<file path="config.mk">
export PLATFORM = sky130hd
export DESIGN_NAME = tlp_hdr_classify
export DESIGN_NICKNAME = d
export VERILOG_FILES = /design/src/rtl/tlp_chk_pkg.sv /design/src/rtl/tlp_hdr_classify.sv
export SDC_FILE = /design/constraint.sdc
export NUM_CORES = 1
export LEC_CHECK = 0
export ABC_AREA = 1
export CORE_AREA = 2 2 39 41
export DETAILED_ROUTE_END_ITERATION = 6
export DIE_AREA = 0 0 41 43
export PLACE_DENSITY = 0.6
export SLEW_MARGIN = 20
export SYNTH_ARGS = -nofsm -noshare
export SYNTH_HDL_FRONTEND = slang
export SYNTH_SLANG_ARGS = --single-unit
export TNS_END_PERCENT = 5
</file>
<file path="constraint.sdc">
create_clock -name vclk -period 1.29
set_input_delay 0.258 -clock vclk [all_inputs]
set_output_delay 0.258 -clock vclk [all_outputs]
set_load 0.005 [all_outputs]
</file>
<file path="src/rtl/tlp_chk_pkg.sv">
package tlp_chk_pkg;

  localparam int FMT_W  = 3;
  localparam int TYPE_W = 5;

  // bit positions inside the format field that the decode depends on
  localparam int FMT_BIT_4DW    = 0;
  localparam int FMT_BIT_PREFIX = 2;

  typedef enum logic [1:0] {
    CLS_OTHER  = 2'd0,  // not a memory request: no address check
    CLS_MEM_OK = 2'd1,  // memory request with a consistent header size
    CLS_MEM_UR = 2'd2   // long header for an address that fits in 32 bits
  } req_cls_e;

endpackage

</file>
<file path="src/rtl/tlp_hdr_classify.sv">
module tlp_hdr_classify
  import tlp_chk_pkg::*;
#(
  parameter int ADDR_HI_W = 32
) (
  input  logic [FMT_W-1:0]     fmt,
  input  logic [TYPE_W-1:0]    kind,
  input  logic [ADDR_HI_W-1:0] addr_hi,
  output req_cls_e             cls
);

  logic is_mem;
  logic is_long;
  logic hi_zero;
  logic unused_bits;

  // memory read, write and locked read share type[4:1] = 0
  assign is_mem      = ~fmt[FMT_BIT_PREFIX] & (kind[TYPE_W-1:1] == '0);
  assign is_long     = fmt[FMT_BIT_4DW];
  assign hi_zero     = ~|addr_hi;
  assign unused_bits = fmt[1] ^ kind[0];

  always_comb begin
    if (!is_mem) begin
      cls = CLS_OTHER;
    end else if (is_long && hi_zero) begin
      cls = CLS_MEM_UR;
    end else begin
      cls = CLS_MEM_OK;
    end
  end

endmodule

</file>
# Word level (Yosys, flattened, before mapping)
# Index checks and enable logic that the tools add are counted.
[word_totals]
register_bits = 0
in_bits = 40
out_inout_bits = 2
word_cells = 8
[op_classes]
muxes = 2
bitwise_logic = 2
n_reduce_logical = 4
[op_table]
columns = ["operator", "count"]
rows = [
  ["$reduce_or A32 Y1", 1],
  ["$logic_not A4 Y1", 1],
  ["$mux W2", 2],
  ["$and A1 B1 Y1", 1],
  ["$logic_and A1 B1 Y1", 1],
  ["$logic_not A1 Y1", 1],
  ["$not A1 Y1", 1],
]

# Logic depth before layout (Yosys ltp)
[logic_depth]
word_depth = 5
mapped_depth = 6
ltp_nobuf = 6

# Least setup slack after synthesis
# No wires, ideal clock.
[synth_path]
path_kind = "input port to output port"
from = "input addr_hi[1]"
to = "output cls[0]"
arrival_ns = 0.794
t_required_ns = 1.032
setup_slack_ns = 0.238
cell_stages = 5
n_path_buf = 0
cell_sequence = "or2_0 nor2_1 nand3_1 nor2_1 nor2_1"
[synth_between]
elab_chain_len = 5
[synth_rtl]
columns = ["element", "line", "source"]
rows = [
  ["from (decl)", "tlp_hdr_classify.sv:8", "input logic [ADDR_HI_W-1:0] addr_hi,"],
  ["$reduce_or A32 Y1", "tlp_hdr_classify.sv:20", "assign hi_zero = ~|addr_hi;"],
  ["$logic_not A1 Y1", "tlp_hdr_classify.sv:20", ""],
  ["$logic_and A1 B1 Y1", "tlp_hdr_classify.sv:26", "end else if (is_long && hi_zero) begin"],
  ["$mux W2", "tlp_hdr_classify.sv:26", ""],
  ["$mux W2", "tlp_hdr_classify.sv:24", "if (!is_mem) begin"],
  ["to (decl)", "tlp_hdr_classify.sv:9", "output req_cls_e cls"],
]
# No other way between the ends.

# Final worst setup path
[layout_path]
from = "input kind[2]"
to = "output cls[1]"
[layout_between]
elab_chain_len = 3
[layout_rtl]
columns = ["element", "line", "source"]
rows = [
  ["from (decl)", "tlp_hdr_classify.sv:7", "input logic [TYPE_W-1:0] kind,"],
  ["$logic_not A4 Y1", "tlp_hdr_classify.sv:18", "assign is_mem = ~fmt[FMT_BIT_PREFIX] & (kind[TYPE_W-1:1] == '0);"],
  ["$and A1 B1 Y1", "tlp_hdr_classify.sv:18", ""],
  ["$mux W2", "tlp_hdr_classify.sv:24", ""],
]
# No other way between the ends.

==> impl_metrics.toml <==
[layout]
instances_no_fill = 92
antenna_cells = 0
nets = 118
register_area_sq_um = 0
seq_cell_count = 0
syn_to_final_growth_pct = 225
num-fill-cells = 172
multi_input_area_sq_um = 161
utilization_pct = 34.4
final_layout_size_suffix_gt1_share_pct = 39.5
clockBufferCount = 0

[worst_setup_path]
crit_fanout = 2
worst-path-buf-inv = 2
required_ps = 1030
crit_slowest_cell = "clkdlybuf4s50_1"
cp_top_family = "buffers and inverters"
critPathArrivalTime_ps = 1120
worst_path_largest_cell_delay_ps = 400
path_cells = "clkdlybuf4s50_1 > nor2_1 > nand2_1 > nor3_2 > buf_2"
start_kind = "input port"
end_kind = "output port"
crit_type = "input port to output port"

[detailed_routing]
routedWlPerCell_microns = 8.77
dr.first_iter.drc_count = 0
wl_microns = 807
first_pass_iters = 1
viasPerCell = 3.75
ant_nets = 0
via_count = 345
drc = 0

[hold_path]
hold_class = "input port to output port"
hold_path.startpoint = "kind[4]"
holdPathStages = 5
worstHoldEndpoint = "cls[1]"

[sta]
post-route-period-util_pct = 107
layout_setup_ws_ps = -92.9
max_freq_mhz = 723
worst_pin_slew_ps = 119
relSlewSlack_pct = 92.0
finalSetupViolations = 2
rsz0062_at_grt = "true"
hold_ws_ps = 892
timing.final.crit_period_ps = 1380
hold_viol_final = 0
drv_slew = 0

[floorplan]
die_w_microns = 41
start_util_pct = 10.6
fp.dieH_microns = 43
dieArea_sq_mm = 0.00176
core_area_sq_mm = 0.00138
placementRows = 14
io_pins = 42

[synth]
synthAdderAreaFrac_pct = 0
syn_area_sq_um = 146
synth_xor_area_share_pct = 0
synth_top_family_by_area = "simple AND/OR/NAND/NOR gates"
ys_seq_area_share_pct = 0
syn-num-nets = 75
avgSynthCellArea_sq_um = 4.18
yosysWarningCount = 0
synth_cell_types = 7
muxShareOfSynthArea_pct = 0
synth_compound_area_share_pct = 0
synthCells = 35
synth_simple_gate_area_share_pct = 100

[pwr]
power_density_mw_per_mm2 = 194
leakagePower_nw = 0.258
ir_drop_mv = 0.0675

[placed_design]
port_buffers = 40
dp.cells = 91
dp_hpwl_microns = 700
gp_congestion = 0.647

[job]
drv_cap = 0

[global_routing]
gr-total-overflow = 0
grt_pass1_vias = 332
antenna_found_initial = 0
grt_pass1_wl_microns = 1210
grt.total_usage_pct = 8.99
grt_max_degree = 3

[clock_tree]
ctsHoldBuffers = 0

[status]
violations = "setup timing"
outcome = "complete, but fails checks"
## per-layer routing
layer | vias up | global-route usage, % | part of all wire (%)
li1 | 191 | - | -
met5 | - | 0 | 0
met2 | 17 | 16.9 | 46
met4 | 0 | 0 | 0
met1 | 137 | 10.4 | 36
met3 | 0 | 1.57 | 18
## Yosys cell counts
master / n / area share, %
nor3b_1: 1 / 5.1
or2_0: 1 / 4.3
nor3_2: 1 / 6.8
nor3_1: 1 / 3.4
nand3_1: 1 / 3.4
nor2_1: 21 / 54
nand2_1: 9 / 23
## report_power, final
group          internal [mW]  switching, mW
combinational         0.0657         0.0263
clock                      0              0
sequential                 0              0
## worst max path at each step
| stage | start | to | slack, ps | cells after the start |
|---|---|---|---|---|
| final | kind[2] | cls[1] | -90 | 5 |
| after global routing | addr_hi[1] | cls[1] | -190 | 7 |
| after CTS | addr_hi[0] | cls[1] | -150 | 7 |
| after detailed placement | addr_hi[1] | cls[1] | -700 | 6 |
| after global placement | addr_hi[1] | cls[1] | -690 | 6 |
| after floorplan | addr_hi[1] | cls[0] | 240 | 5 |
## through the flow
stage          total power [mW]  worst slack (ps)  cell area, sq um  TNS [ps]
6_report                 0.0920             -92.9               475      -155
5_1_grt                   0.104              -192               475      -333
4_1_cts                  0.0897              -149               452      -274
3_5_place_dp              0.133              -701               567     -1370
3_3_place_gp              0.131              -689               567     -1340
2_1_floorplan            0.0166               238               146         0
## cells by family (layout without fill, tap and decap cells)
group	count (synthesis)	count (layout)
and+or+nand+nor	35	35
buffers and inverters	0	41
## cell type report
| cell class | instances | share of cell area [%] |
|---|---|---|
| timing repair buffer | 41 | 61.8 |
| multi-input combinational | 35 | 33.9 |
| tap | 16 | 4.21 |
## placed cells by master (no fill, tap or decap)
cell             netlist  routed
nor2_2                 0       2
dlymetal6s2s_1         0       3
dlygate4sd2_1          0      11
buf_2                  0      22
buf_4                  0       1
nor3_2                 1       2
buf_6                  0       2
nand2_1                9       9
or2_0                  1       1
nand3_1                1       1
nor2_1                21      19
nor3b_2                0       1
clkdlybuf4s50_1        0       2
## what timing repair did
action	4_1_cts	5_1_grt
setup buffers	1	0
setup endpoints to repair	2	2
pin swaps	31	5
cloned	0	0
gates resized for setup	87	7
Power figures use the tool's default switching activity.
